===== config.mk =====
export PLATFORM = sky130hd
export DESIGN_NAME = aud_irq_flags
export DESIGN_NICKNAME = d
export VERILOG_FILES = /design/src/rtl/aud_irq_pkg.sv /design/src/rtl/aud_flag_cell.sv /design/src/rtl/aud_ptr_slot.sv /design/src/rtl/aud_irq_flags.sv
export SDC_FILE = /design/constraint.sdc
export NUM_CORES = 1
export LEC_CHECK = 0
export BUFFER_PORTS_ARGS = -buffer_cell sky130_fd_sc_hd__buf_2
export CORE_MARGIN = 5
export CORE_UTILIZATION = 57
export DETAILED_ROUTE_END_ITERATION = 10
export MAX_ROUTING_LAYER = met4
export PLACE_DENSITY = 0.84
export RECOVER_POWER = 25
export SLEW_MARGIN = 5
export SYNTH_ARGS = -nofsm -noshare
export SYNTH_HDL_FRONTEND = slang
export SYNTH_SLANG_ARGS = --single-unit
export TNS_END_PERCENT = 30

===== constraint.sdc =====
create_clock -name clk -period 7.1 [get_ports clk]
set_input_delay 0 -clock clk [delete_from_list [all_inputs] [get_ports clk]]
set_output_delay 0 -clock clk [all_outputs]
set_load 0.02 [all_outputs]

===== src/rtl/aud_irq_pkg.sv =====
package aud_irq_pkg;
  localparam int unsigned NUM_FLAGS = 6;
  localparam int unsigned NUM_STICKY = 4;

  localparam int unsigned FB_PTR_MISS = 0;
  localparam int unsigned FB_WCLK_ERR = 1;
  localparam int unsigned FB_BUS_ERR  = 2;
  localparam int unsigned FB_WCLK_TMO = 3;
  localparam int unsigned FB_OUT_EVT  = 4;
  localparam int unsigned FB_IN_EVT   = 5;

  typedef enum logic [2:0] {
    ADR_FLAGS   = 3'd0,
    ADR_CLEAR   = 3'd1,
    ADR_MASK    = 3'd2,
    ADR_NXT_IN  = 3'd3,
    ADR_NXT_OUT = 3'd4
  } reg_sel_e;
endpackage


===== src/rtl/aud_flag_cell.sv =====
module aud_flag_cell (
  input  logic clk,
  input  logic rst_n,
  input  logic set_i,
  input  logic clr_i,
  output logic q_o
);
  logic q_q, q_d, q_en;

  // set has priority over clear
  always_comb begin
    q_en = set_i | clr_i;
    q_d  = set_i;
  end

  always_ff @(posedge clk or negedge rst_n) begin
    if (!rst_n)    q_q <= 1'b0;
    else if (q_en) q_q <= q_d;
  end

  assign q_o = q_q;
endmodule


===== src/rtl/aud_ptr_slot.sv =====
module aud_ptr_slot #(
  parameter int unsigned PTR_W = 32
) (
  input  logic             clk,
  input  logic             rst_n,
  input  logic             wr_i,
  input  logic [PTR_W-1:0] wdata_i,
  input  logic             take_i,
  output logic [PTR_W-1:0] nxt_o,
  output logic [PTR_W-1:0] cur_o,
  output logic             vld_o,
  output logic             miss_o
);
  logic [PTR_W-1:0] nxt_q, cur_q;
  logic             vld_q, vld_d, vld_en;
  logic             cur_en;

  always_comb begin
    cur_en = take_i & vld_q;
    vld_en = wr_i | take_i;
    vld_d  = wr_i;
    miss_o = take_i & ~vld_q;
  end

  always_ff @(posedge clk or negedge rst_n) begin
    if (!rst_n)    nxt_q <= '0;
    else if (wr_i) nxt_q <= wdata_i;
  end

  always_ff @(posedge clk or negedge rst_n) begin
    if (!rst_n)      cur_q <= '0;
    else if (cur_en) cur_q <= nxt_q;
  end

  always_ff @(posedge clk or negedge rst_n) begin
    if (!rst_n)      vld_q <= 1'b0;
    else if (vld_en) vld_q <= vld_d;
  end

  assign nxt_o = nxt_q;
  assign cur_o = cur_q;
  assign vld_o = vld_q;
endmodule


===== src/rtl/aud_irq_flags.sv =====
module aud_irq_flags
  import aud_irq_pkg::*;
#(
  parameter int unsigned ADDR_W = 3,
  parameter int unsigned DATA_W = 32,
  parameter int unsigned PTR_W  = 32
) (
  input  logic              clk,
  input  logic              rst_n,
  input  logic              reg_wr,
  input  logic [ADDR_W-1:0] reg_addr,
  input  logic [DATA_W-1:0] reg_wdata,
  output logic [DATA_W-1:0] reg_rdata,
  input  logic              wclk_err_stb,
  input  logic              bus_err_stb,
  input  logic              wclk_tmo_stb,
  input  logic              in_blk_end,
  input  logic              out_blk_end,
  output logic [PTR_W-1:0]  in_ptr_o,
  output logic [PTR_W-1:0]  out_ptr_o,
  output logic              irq_o
);
  localparam int unsigned PAD_W = DATA_W - NUM_FLAGS;

  // reset: asserted asynchronously, released on the clock
  logic [1:0] rst_sync_q;
  logic       rst_ok;

  always_ff @(posedge clk or negedge rst_n) begin
    if (!rst_n) rst_sync_q <= 2'b00;
    else        rst_sync_q <= {rst_sync_q[0], 1'b1};
  end
  assign rst_ok = rst_sync_q[1];

  // address decode
  logic wr_clear, wr_mask, wr_nxt_in, wr_nxt_out;

  always_comb begin
    wr_clear   = reg_wr & (reg_addr == ADDR_W'(ADR_CLEAR));
    wr_mask    = reg_wr & (reg_addr == ADDR_W'(ADR_MASK));
    wr_nxt_in  = reg_wr & (reg_addr == ADDR_W'(ADR_NXT_IN));
    wr_nxt_out = reg_wr & (reg_addr == ADDR_W'(ADR_NXT_OUT));
  end

  // next-block pointer slots
  logic [PTR_W-1:0] nxt_in, nxt_out;
  logic             in_vld, out_vld, in_miss, out_miss;

  aud_ptr_slot #(.PTR_W(PTR_W)) u_in_slot (
    .clk(clk), .rst_n(rst_ok), .wr_i(wr_nxt_in), .wdata_i(reg_wdata[PTR_W-1:0]),
    .take_i(in_blk_end), .nxt_o(nxt_in), .cur_o(in_ptr_o), .vld_o(in_vld),
    .miss_o(in_miss)
  );

  aud_ptr_slot #(.PTR_W(PTR_W)) u_out_slot (
    .clk(clk), .rst_n(rst_ok), .wr_i(wr_nxt_out), .wdata_i(reg_wdata[PTR_W-1:0]),
    .take_i(out_blk_end), .nxt_o(nxt_out), .cur_o(out_ptr_o), .vld_o(out_vld),
    .miss_o(out_miss)
  );

  // flag set / clear vectors
  logic [NUM_FLAGS-1:0] flag_set, flag_clr, flags_q;

  always_comb begin
    flag_set = '0;
    flag_clr = '0;
    flag_set[FB_PTR_MISS] = in_miss | out_miss;
    flag_set[FB_WCLK_ERR] = wclk_err_stb;
    flag_set[FB_BUS_ERR]  = bus_err_stb;
    flag_set[FB_WCLK_TMO] = wclk_tmo_stb;
    flag_set[FB_OUT_EVT]  = out_blk_end;
    flag_set[FB_IN_EVT]   = in_blk_end;
    flag_clr[NUM_STICKY-1:0] = wr_clear ? reg_wdata[NUM_STICKY-1:0] : '0;
    flag_clr[FB_OUT_EVT]  = wr_nxt_out;
    flag_clr[FB_IN_EVT]   = wr_nxt_in;
  end

  for (genvar g = 0; g < NUM_FLAGS; g++) begin : g_flag
    aud_flag_cell u_cell (
      .clk(clk), .rst_n(rst_ok), .set_i(flag_set[g]), .clr_i(flag_clr[g]),
      .q_o(flags_q[g])
    );
  end

  // interrupt mask
  logic [NUM_FLAGS-1:0] mask_q;

  always_ff @(posedge clk or negedge rst_ok) begin
    if (!rst_ok)      mask_q <= '0;
    else if (wr_mask) mask_q <= reg_wdata[NUM_FLAGS-1:0];
  end

  assign irq_o = |(flags_q & mask_q);

  // read mux
  always_comb begin
    reg_rdata = '0;
    case (reg_addr)
      ADDR_W'(ADR_FLAGS):   reg_rdata = {{PAD_W{1'b0}}, flags_q};
      ADDR_W'(ADR_MASK):    reg_rdata = {{PAD_W{1'b0}}, mask_q};
      ADDR_W'(ADR_NXT_IN):  reg_rdata = DATA_W'(nxt_in);
      ADDR_W'(ADR_NXT_OUT): reg_rdata = DATA_W'(nxt_out);
      default:              reg_rdata = '0;
    endcase
  end
endmodule


### Word level (Yosys, flattened, before mapping)

Cells that the tools add are included.

| cells by class | value |
|---|---|
| $add $sub $neg | 0 |
| $mul | 0 |
| divide/modulo/power cells | 0 |
| $lt $le $gt $ge | 0 |
| equal/unequal tests | 4 |
| shift operators | 0 |
| muxes and demuxes | 2 |
| bitwise logic cells | 18 |
| reductions and logical operators | 2 |

Operators with widths:

| kind | number |
|---|---|
| $pmux W32 S4 | 1 |
| $and A1 B1 Y1 | 8 |
| $or A1 B1 Y1 | 7 |
| $and A6 B6 Y6 | 1 |
| $eq A3 B2 Y1 const B | 2 |
| $reduce_or A6 Y1 | 1 |
| $mux W4 | 1 |
| $eq A3 B1 Y1 const B | 1 |
| $eq A3 B3 Y1 const B | 1 |
| $logic_not A3 Y1 | 1 |
| $not A1 Y1 | 2 |

| storage, ports and cells | value |
|---|---|
| register bits after elaboration | 144 |
| latch bits | 0 |
| bits in writable memories | 0 |
| memory bits (read-only) | 0 |
| bits of input ports | 43 |
| output and inout bits | 97 |
| word-level logic and storage cells | 40 |
| memories kept | 0 |

### Depth between registers and ports, before layout

Gate-level depths: netlist of run 1.

| logic depth | value |
|---|---|
| depth after elaboration | 4 |
| depth in mapped cells | 5 |

### By module

Synthesis of run 1 repeated with hierarchy kept, for this count alone.

| second synthesis, totals | value |
|---|---|
| cell total of the unflattened synthesis | 390 |
| area total of the unflattened synthesis | 6327.3 um^2 |

By module, submodules not included:

| module | instances | cells an instance | area an instance (um^2) | sequential area each (um^2) |
|---|---|---|---|---|
| aud_ptr_slot | 2 | 140 | 2575.0 | 1626.6 |
| aud_irq_flags | 1 | 92 | 959.7 | 200.2 |
| aud_flag_cell | 6 | 3 | 36.3 | 25.0 |

### Worst setup path after synthesis of run 1

OpenSTA, ideal clock, no wires.

| timing | value |
|---|---|
| path type | flip-flop to flip-flop |
| start point | register u_in_slot.vld_q (netlist: u_in_slot.vld_o) |
| end point | register u_in_slot.cur_q[0] (netlist: u_in_slot.cur_o[0]) |
| arrival | 1.197 ns |
| path slack | 5.779 ns |
| stages on the path, launching flop included | 4 |
| cell sequence | dfrtp_1 nand2_1 buf_1 mux2_2 |

| between the ends | value |
|---|---|
| word-level cells in the longest chain between the ends | 1 |

RTL lines:

| item | RTL line | text |
|---|---|---|
| start: declaration | aud_ptr_slot.sv:15 | `logic vld_q, vld_d, vld_en;` |
| start signal: assignment | aud_ptr_slot.sv:37 | `else if (vld_en) vld_q <= vld_d;` |
| $and A1 B1 Y1 | aud_ptr_slot.sv:19 | `cur_en = take_i & vld_q;` |
| end signal: assignment | aud_ptr_slot.sv:32 | `else if (cur_en) cur_q <= nxt_q;` |
| end: declaration | aud_ptr_slot.sv:14 | `logic [PTR_W-1:0] nxt_q, cur_q;` |

No other way between the ends.
A chain may end at the register's enable or synchronous reset.

==> results.txt, run 1 <==
Nets -> 609
Pleak -> 3.474 nW
Port bufs -> 139
Initial cell density of the core -> 57.56%
Tcrit/Tclk final -> 44.24%
TritonCTS clock tree -> done
Status -> complete, but fails checks
DIE HEIGHT -> 111.2 µm
Max-Cap Viols -> 2
DRC viols -> 0
Most frequent cells in the layout -> dfrtp_1 (144), mux2_2 (104), buf_2 (74)
CTS root buf -> clkbuf_8
RD Place Congestion -> 0.8271
Largest net degree at the start of global routing -> 77
Post-CTS setup buffer count -> 0
WL met1 -> 5.948 mm
Final Setup Violations -> 0
Fraction of layout cells with a size suffix above 1 -> 37.13%
Crit path max-delay family -> flip-flops
Max_slew headroom -> -71.42%
CP Cell Sequence -> buf_4
Die area -> 12,360 µm²
Clk network pwr share -> 31.9%
Die W -> 111.2 µm
Max layer used -> met4
First-pass GRT wire length -> 23.01 mm
Final hold vios -> 0
PostCTS Resize Cnt -> 0
Length of the first detailed-routing pass in iterations -> 4
Synth unique cells -> 28
Psw -> 0.0009066 W
Synth top area cells -> dfrtp_1 (62%), mux2_2 (20%), mux2_1 (5.8%)
Synth Instances -> 380
Worst EP arrival -> 3.65 ns
Clock sinks -> 144
Seq cells post-synth -> 144
Worst Setup Path Type -> flop to async pin
Worst-Skew Late Latency -> 0.51 ns
Yosys top cell area share -> 61.75%
VDD IR-drop max -> 221.6 µV
Compound-gate portion of the synthesized area -> 6.818%
Most common cell after layout, fill and taps aside -> dfrtp_1
Pre-CTS setup slack -> 5.128 ns
Switching power share of the total -> 31.77%
Max stage delay on crit path -> 2.07 ns
Post-synthesis mux area share -> 26.89%
Sequential area share after synthesis -> 61.75%
CTS clk-pin slew, worst paths -> 0.06 ns
Post-synthesis simple-gate area fraction -> 2.273%
Comb power frac -> 24.5%
Buf/Inv on CP -> 1
Routed wl met2 -> 6.842 mm
Antenna violations before repair -> 0
Core area -> 10,140 µm²
Syn Nets -> 423
Remaining antenna violation count after routing -> 0
1st-iter DRT viols -> 173
Met3 WL -> 899 µm
Peak Freq -> 318.4 MHz
Final min period -> 3.141 ns
Antenna cells -> 0
FP Rows -> 37
Largest area contributor in the netlist -> dfrtp_1
Pins Over Slew Limit -> 96
XOR/XNOR Fraction of Synth Area -> 0%
Largest family of logic cells by synthesized area -> multiplexers
Post-Route WL -> 13.81 mm
CTS max path bufs -> 2
I/O pin count -> 140
Critical Path Start Type -> flop
Final HPWL DP -> 8.801 mm
Clk_skew -> 0.005647 ns
Power Density -> 375.7 nW/µm²
Crit-path max FO -> 76
Via/cell ratio -> 5.530
Mapped Area -> 5836 µm²
Layout area overhead -> 30.17%
Setup_tns -> 0 ns
GR Overflow Total -> 0
Vias in the first global route -> 4,381
GRT Overall Usage -> 24.08%
Violated checks -> capacitance limit, slew limit
Req. time, crit path -> 7.61 ns
Unrepaired setup endpoints after global routing -> no
Wire per inst -> 19.32 µm
Setup WS post-layout -> 3.959 ns
Yosys warning count -> 0
Clock H-tree levels -> 4
CTS Buf Count -> 17
Synthesized area per cell -> 15.36 µm²
Post-Synth Adder-Cell Area -> 0%
Int Pwr -> 0.001947 W
CP max stage cell -> dfrtp_1
Crit. End Element -> async pin
Via count -> 3,954
Sequential power share -> 43.6%
HP Class -> input pin to flop
Least-Margin Pin Slew -> 2.571 ns
-- layer usage --
metal	vias to the layer above	track usage (%)
met5	-	-
met4	0	6.569
met3	13	6.605
met2	139	38.64
met1	2039	30.47
li1	1763	-
-- state kept, by name, indices dropped and copies added (netlist names) --
signal,cells
u_in_slot.nxt_o,32
u_out_slot.nxt_o,32
u_in_slot.cur_o,32
rst_sync_q,2
u_in_slot.vld_o,1
g_flag.u_cell.q_o,6
u_out_slot.vld_o,1
u_out_slot.cur_o,32
mask_q,6
-- timing repair --
| item | CTS | global route |
|---|---|---|
| hold buffers | 45 | 0 |
| endpoints found under the hold margin | 82 | 0 |
| endpoints found under the setup margin | 0 | 0 |
-- cells by family after synthesis --
family | count (synthesis)
AOI/OAI and AO/OA | 50
buffers and inverters | 25
DFF | 144
muxes | 140
other | 1
and+or+nand+nor | 20
-- area by class of cell --
class,count,area [µm²]
Fill cell,667,2542
Timing Repair Buffer,190,1106
Multi-Input combinational cell,211,2098
Tap cell,136,170.2
Inverter,2,7.507
Clock inverter,11,161.4
Clock buffer,21,449.2
Sequential cell,144,3603
-- stage by stage --
step           util [%]  instance area [µm²]  hold slack, ns  cells  power (W)
4_1_cts           75.86                 7691          0.1562    715   0.002912
3_5_place_dp      65.40                 6630         -0.2136    638   0.001971
2_1_floorplan         -                 5836         -0.2956    380   0.001679
5_1_grt           74.92                 7596          0.1933    715   0.002996
3_3_place_gp      65.40                 6630         -0.2158    638   0.001932
6_report          74.92                 7596          0.1950    715   0.002854
-- path summary, 6_finish.rpt --
| kind | from | end | slack, ns | cells past startpoint |
|---|---|---|---|---|
| min reg2reg | rst_sync_q[0] | rst_sync_q[1] | 0.36 | 0 |
| max | rst_sync_q[1] | u_out_slot.cur_o[14] | 3.96 | 1 |
| min in group asynchronous | rst_n | rst_sync_q[0] | 0.33 | 3 |
| min | reg_addr[2] | mask_q[0] | 0.19 | 3 |
| max in group clk | reg_addr[2] | u_out_slot.nxt_o[15] | 4.71 | 6 |
| max reg2reg | rst_sync_q[1] | u_out_slot.cur_o[14] | 3.96 | 1 |
-- cells in the mapped netlist --
| cell | number |
|---|---|
| o21ai_0 | 8 |
| and2_1 | 1 |
| and4bb_2 | 1 |
| inv_1 | 2 |
| nand3_1 | 1 |
| nand4b_2 | 1 |
| nor4bb_1 | 1 |
| a21o_1 | 5 |
| buf_6 | 3 |
| mux2_1 | 30 |
| buf_1 | 8 |
| a221o_1 | 1 |
| buf_2 | 7 |
| and3b_1 | 1 |
| a22o_1 | 26 |
| nand4b_1 | 1 |
| buf_4 | 1 |
| conb_1 | 1 |
| a2bb2oi_1 | 6 |
| a21boi_0 | 1 |
| mux2_2 | 104 |
| nor3b_4 | 1 |
| clkbuf_1 | 4 |
| dfrtp_1 | 144 |
| nand2_1 | 11 |
| mux2i_1 | 6 |
| a22oi_1 | 3 |
| nor2b_1 | 1 |
-- power by group through the flow --
stage,Clock [W],Combinational [W],Sequential (W)
5_1_grt,0.000968,0.000752,0.00128
3_5_place_dp,0,0.000728,0.00124
4_1_cts,0.000924,0.000752,0.00124
2_1_floorplan,0,0.000274,0.00141
3_3_place_gp,0,0.000706,0.00123
6_report,0.000910,0.000700,0.00124
-- tightest hold or removal path: stages --
cell	delay (ns)
buf_2	0.21
nor4bb_1	0.20
mux2_2	0.26
Power figures use the tool's default switching activity.
==> run 2: changes to the inputs <==
--- a/config.mk
+++ b/config.mk
@@ -5,12 +5,13 @@
 export SDC_FILE = /design/constraint.sdc
 export NUM_CORES = 1
 export LEC_CHECK = 0
+export ABC_AREA = 1
 export BUFFER_PORTS_ARGS = -buffer_cell sky130_fd_sc_hd__buf_2
 export CORE_MARGIN = 5
-export CORE_UTILIZATION = 57
+export CORE_UTILIZATION = 54
 export DETAILED_ROUTE_END_ITERATION = 10
 export MAX_ROUTING_LAYER = met4
-export PLACE_DENSITY = 0.84
+export PLACE_DENSITY = 0.8
 export RECOVER_POWER = 25
 export SLEW_MARGIN = 5
 export SYNTH_ARGS = -nofsm -noshare
==> constraint.sdc (replaced) <==
create_clock -name clk -period 3.1 [get_ports clk]
set_input_delay 0 -clock clk [delete_from_list [all_inputs] [get_ports clk]]
set_output_delay 0 -clock clk [all_outputs]
set_load 0.02 [all_outputs]
==> results.txt, run 2 <==
Wire per inst -> 15.87 µm
Power Density -> 757.1 nW/µm²
FF-to-FF setup slack -> 1.31 ns
Total Power -> 0.005844 W
Via/cell ratio -> 5.298
Post-synthesis simple-gate area fraction -> 25.30%
TritonCTS clock tree -> done
CP max stage cell -> inv_2
Violated checks -> capacitance limit, slew limit
Worst Setup Path Type -> input pin to flop
DRC viols -> 0
Final min period -> 2.024 ns
GR Overflow Total -> 0
Tcrit/Tclk final -> 65.28%
Pins Over Slew Limit -> 36
Worst-Skew Late Latency -> 0.42 ns
Req. time, crit path -> 3.46 ns
VDD IR-drop max -> 554.5 µV
Layout area overhead -> 26.57%
Peak Freq -> 494.2 MHz
Max_slew headroom -> -0.3871%
Port bufs -> 139
Clock H-tree levels -> 4
Main flop type after synthesis -> dfrtp_1
Synth Instances -> 719
GRT Overall Usage -> 26.19%
1st-iter DRT viols -> 543
Final Setup Violations -> 0
CTS clk-pin slew, worst paths -> 0.06 ns
Crit-path max FO -> 35
FP Rows -> 38
Post-Synth Adder-Cell Area -> 0%
Setup_tns -> 0 ns
CTS root buf -> clkbuf_16
Synth top area cells -> dfrtp_1 (59%), nand2_1 (20%), inv_1 (4.4%)
EDFF count, synth -> 0
Final HPWL DP -> 10.25 mm
Ys async rst share -> 100.0%
Most frequent cells in the layout -> nand2_1 (327), dfrtp_1 (144), buf_2 (81)
XOR/XNOR Fraction of Synth Area -> 0%
Post-synthesis mux area share -> 0%
Synthesized area per cell -> 8.482 µm²
Most common cell after layout, fill and taps aside -> nand2_1
Nets -> 925
Core area -> 10,940 µm²
Mapped Area -> 6098 µm²
Largest family of logic cells by synthesized area -> simple AND/OR/NAND/NOR gates
Hold Path End -> g_flag[0].u_cell.q_o
Final hold vios -> 0
CP Cell Sequence -> dlygate4sd3_1 -> clkbuf_1 -> nand4_4 -> inv_2 -> nand2_1 -> nand2_1
Worst hold slack -> 0.04561 ns
Antenna violations before repair -> 0
Yosys warning count -> 0
Remaining antenna violation count after routing -> 0
HP Class -> input pin to flop
Fraction of layout cells with a size suffix above 1 -> 13.97%
Worst EP arrival -> 2.38 ns
Least-Margin Pin Slew -> 1.506 ns
Critical Path Start Type -> input pin
Length of the first detailed-routing pass in iterations -> 6
Largest area contributor in the netlist -> dfrtp_1
Worst path most repeated cell -> nand2_1
Hold Crit Start -> reg_addr[0]
Clock sinks -> 144
Crit. End Element -> flop
Vias in the first global route -> 5,435
Via count -> 5,489
Max-Cap Viols -> 1
Synth top cells by count -> nand2_1 (329), dfrtp_1 (144), inv_1 (72), o21ai_0 (48), o22ai_1 (27)
Worst R2R End -> g_flag[4].u_cell.q_o
Sequential area share after synthesis -> 59.09%
CTS Buf Count -> 17
WHS Path Cells -> 4
Initial cell density of the core -> 55.77%
RD Place Congestion -> 0.9475
Synth unique cells -> 24
DIE HEIGHT -> 116.3 µm
Max stage delay on crit path -> 0.66 ns
Yosys top cell area share -> 59.09%
Seq cells post-synth -> 144
# fillers -> 896
R2R cell count -> 1
Pleak -> 4.115 nW
Post-Route WL -> 16.44 mm
Status -> complete, but fails checks
Clk_skew -> 0.006868 ns
Die W -> 116.3 µm
Syn Nets -> 762
Crit Reg-Reg Startpoint -> rst_sync_q[1]
Unrepaired setup endpoints after global routing -> no
I/O pin count -> 140
Die area -> 13,520 µm²
CTS max path bufs -> 2
Largest net degree at the start of global routing -> 77
Most numerous cell in the Yosys netlist -> nand2_1
Compound-gate portion of the synthesized area -> 7.201%
First-pass GRT wire length -> 26.62 mm
## run 2: cell types whose count changed in the layout (fill, tap and decap cells not counted), sizes merged, moves of 4 or more
| cell | delta |
|---|---|
| mux2i | -6 |
| clkbuf | -8 |
| nand3 | +26 |
| a21o | -5 |
| o21ai | +44 |
| a2bb2oi | -6 |
| nand4 | +18 |
| inv | +72 |
| o22ai | +27 |
| a22o | -26 |
| buf | +4 |
| mux2 | -134 |
| nand2 | +319 |
## run 2: critical path, delay by kind of cell
kind / cells / cell delay [ns]
buffers and inverters: 3 / 1.61
and+or+nand+nor: 3 / 0.73
## run 2: worst max path at each step
stage	start	to	slack [ns]
floorplan	rst_sync_q[1]	g_flag[0].u_cell.q_o	0.71
global placement	reg_addr[2]	u_in_slot.nxt_o[3]	1.26
detailed placement	reg_addr[2]	u_in_slot.nxt_o[7]	1.14
CTS	reg_addr[2]	reg_rdata[31]	1.28
global route	reg_wr	u_in_slot.nxt_o[1]	0.96
finish	reg_wr	u_in_slot.nxt_o[1]	1.08
## run 2: cells by family after synthesis
family	count (synthesis)
simple gates	378
flops	144
other cells	1
compound gates	81
buf+inv	115
## run 2: final cells by class
| class | instances | area [µm²] | share of cell area, % |
|---|---|---|---|
| Clock buffer | 21 | 470.5 | 6.095 |
| Tap cell | 140 | 175.2 | 2.269 |
| Clock inverter | 11 | 112.6 | 1.459 |
| Timing Repair Buffer | 184 | 1081 | 14.01 |
| Inverter | 75 | 282.8 | 3.663 |
| Antenna cell | 1 | 2.502 | 0.03242 |
| Multi-Input combinational cell | 460 | 1991 | 25.79 |
| Sequential cell | 144 | 3603 | 46.69 |
## run 2: where the power goes
part           internal [W]  total (W)  switching (W)
logic              0.000398    0.00127       0.000872
clock network       0.00124    0.00201       0.000770
registers           0.00229    0.00257       0.000271
total               0.00393    0.00584        0.00191
## run 2: what timing repair did
action	CTS	global route
hold endpoints to repair	92	0
hold buffers	43	0
buffers inserted	0	0
resized for setup	0	0
## run 2: through the flow
| stage | util, % | cells | instance area, µm² | setup slack, ns |
|---|---|---|---|---|
| 2_1_floorplan | - | 719 | 6100 | 0.7097 |
| 3_3_place_gp | 61.99 | 960 | 6779 | 1.258 |
| 3_5_place_dp | 61.99 | 960 | 6779 | 1.138 |
| 4_1_cts | 71.26 | 1035 | 7792 | 1.277 |
| 5_1_grt | 70.56 | 1035 | 7716 | 0.9553 |
| 6_report | 70.58 | 1036 | 7719 | 1.076 |
## run 2: metal layers
metal	GRT usage [%]	vias up	share of wire, %
met3	5.389	21	6.9
met5	-	-	0
met1	32.78	2675	41
met4	9.358	0	1.3
li1	-	2569	-
met2	42.49	224	50
==> run 3: changes to the inputs <==
--- a/config.mk
+++ b/config.mk
@@ -5,13 +5,13 @@
 export SDC_FILE = /design/constraint.sdc
 export NUM_CORES = 1
 export LEC_CHECK = 0
-export ABC_AREA = 1
+export ABC_AREA = 0
 export BUFFER_PORTS_ARGS = -buffer_cell sky130_fd_sc_hd__buf_2
 export CORE_MARGIN = 5
-export CORE_UTILIZATION = 54
+export CORE_UTILIZATION = 53
 export DETAILED_ROUTE_END_ITERATION = 10
 export MAX_ROUTING_LAYER = met4
-export PLACE_DENSITY = 0.8
+export PLACE_DENSITY = 0.79
 export RECOVER_POWER = 25
 export SLEW_MARGIN = 5
 export SYNTH_ARGS = -nofsm -noshare
==> constraint.sdc (replaced) <==
create_clock -name clk -period 1.9 [get_ports clk]
set_input_delay 0 -clock clk [delete_from_list [all_inputs] [get_ports clk]]
set_output_delay 0 -clock clk [all_outputs]
set_load 0.02 [all_outputs]
==> results.txt, run 3 (synthesized netlist as in run 1, its figures left out) <==
Final Setup Violations -> 0
DIE HEIGHT -> 114.9 µm
Unrepaired setup endpoints after global routing -> no
CTS max path bufs -> 2
R2R cell count -> 1
Tcrit/Tclk final -> 89.17%
I/O pin count -> 140
Wire per inst -> 19.11 µm
HP Class -> input pin to flop
Crit path to -> g_flag[4].u_cell.q_o
Worst Setup Path Type -> input pin to flop
Power Density -> 1386 nW/µm²
Final HPWL DP -> 9.115 mm
RD Place Congestion -> 0.8337
GR Overflow Total -> 0
Post-Route WL -> 13.87 mm
Vias in the first global route -> 4,401
Worst-Skew Late Latency -> 0.52 ns
Antenna cells -> 0
Setup_tns -> 0 ns
Die W -> 114.9 µm
Clk_skew -> 0.005146 ns
DRC viols -> 0
Most common cell after layout, fill and taps aside -> dfrtp_1
Max_slew headroom -> 15.01%
Crit. End Element -> flop
1st-iter DRT viols -> 143
Layout area overhead -> 33.21%
Worst EP arrival -> 2.09 ns
GRT Overall Usage -> 23.00%
CTS Buf Count -> 17
Via/cell ratio -> 5.545
Pins Over Slew Limit -> 0
Crit-path max FO -> 27
FF-to-FF setup slack -> 0.41 ns
Largest net degree at the start of global routing -> 50
Max-Cap Viols -> 0
Req. time, crit path -> 2.30 ns
Status -> completed
Antenna violations before repair -> 0
Clock H-tree levels -> 4
Crit Reg-Reg Startpoint -> rst_sync_q[1]
Least-Margin Pin Slew -> 1.275 ns
CP startpoint -> reg_addr[1]
Remaining antenna violation count after routing -> 0
Length of the first detailed-routing pass in iterations -> 4
Core area -> 10,790 µm²
Pleak -> 3.728 nW
Most frequent cells in the layout -> dfrtp_1 (144), buf_2 (138), mux2_2 (104)
Final min period -> 1.694 ns
Critical Path Start Type -> input pin
Nets -> 617
PostCTS Resize Cnt -> 0
Worst R2R End -> g_flag[2].u_cell.q_o
Final hold vios -> 0
TritonCTS clock tree -> done
Peak Freq -> 590.2 MHz
FP Rows -> 38
Via count -> 4,026
VDD IR-drop max -> 942.4 µV
First-pass GRT wire length -> 22.54 mm
Initial cell density of the core -> 54.07%
Die area -> 13,210 µm²
CTS root buf -> clkbuf_8
Post-layout util -> 72.03%
Port bufs -> 139
Fraction of layout cells with a size suffix above 1 -> 49.83%
CTS clk-pin slew, worst paths -> 0.06 ns
Clock sinks -> 144
## run 3: changes by cell type in the layout (fill, tap and decap cells not counted), sizes merged, moves of 4 or more
cell	change
a21o	+5
a22o	+26
a2bb2oi	+6
buf	+69
clkbuf	-56
clkinv	-4
inv	-71
mux2	+134
mux2i	+6
nand2	-319
nand3	-26
nand4	-18
o21ai	-44
o22ai	-27
## run 3: worst max-delay path, stage by stage
cell and delay (ns):
buf_2 0.21, nor3b_4 0.25, clkbuf_2 0.62, nand2_1 0.23, a21o_1 0.22, dlygate4sd3_1 0.56
## run 3: worst min path at each step
stage | endpoint | startpoint | cells past startpoint | slack [ns]
finish | mask_q[0] | reg_addr[2] | 3 | 0.04
global route | mask_q[0] | reg_addr[2] | 3 | 0.04
CTS | mask_q[0] | reg_addr[2] | 3 | 0.005
detailed placement | rst_sync_q[0] | rst_n | 1 | -0.21
global placement | rst_sync_q[0] | rst_n | 1 | -0.22
floorplan | rst_sync_q[0] | rst_n | 0 | -0.30
## run 3: timing repair
item                                   4_1_cts  5_1_grt
endpoints found under the hold margin       80        0
setup endpoints to repair                    0        0
buffers inserted                             0        0
hold buffers                                44        0
## run 3: layout make-up
cell class	count	area (µm²)
flip-flops and latches	144	3603
clock buffers	21	449.2
repair buffers	198	1270
clock inverters	10	158.9
inverters	2	7.507
well taps	140	175.2
multi-input cells	211	2110
fillers	712	3019
## run 3: per-layer routing
layer / track usage, % / wire, µm / vias up
li1: - / - / 1777
met3: 6.684 / 883 / 24
met1: 29.06 / 6085 / 2085
met5: - / 0 / -
met2: 35.73 / 6680 / 140
met4: 7.981 / 223 / 0
## run 3: stage by stage
| stage | cells | area, µm² | power (W) | worst slack (ns) | hold slack (ns) |
|---|---|---|---|---|---|
| finish | 726 | 7774 | 0.01077 | 0.2058 | 0.03517 |
| global route | 726 | 7774 | 0.01132 | 0.1242 | 0.04399 |
| CTS | 726 | 7781 | 0.01088 | 0.2765 | 0.004729 |
| detailed placement | 651 | 6733 | 0.007357 | 0.4778 | -0.2117 |
| global placement | 651 | 6733 | 0.007241 | 0.5413 | -0.2151 |
| floorplan | 380 | 5839 | 0.006276 | 0.3878 | -0.2956 |
## run 3: power breakdown
| group | internal, W | switching [W] | total (W) |
|---|---|---|---|
| Clock | 0.00219 | 0.00121 | 0.00340 |
| Sequential | 0.00399 | 0.000574 | 0.00457 |
| Combinational | 0.00126 | 0.00154 | 0.00281 |
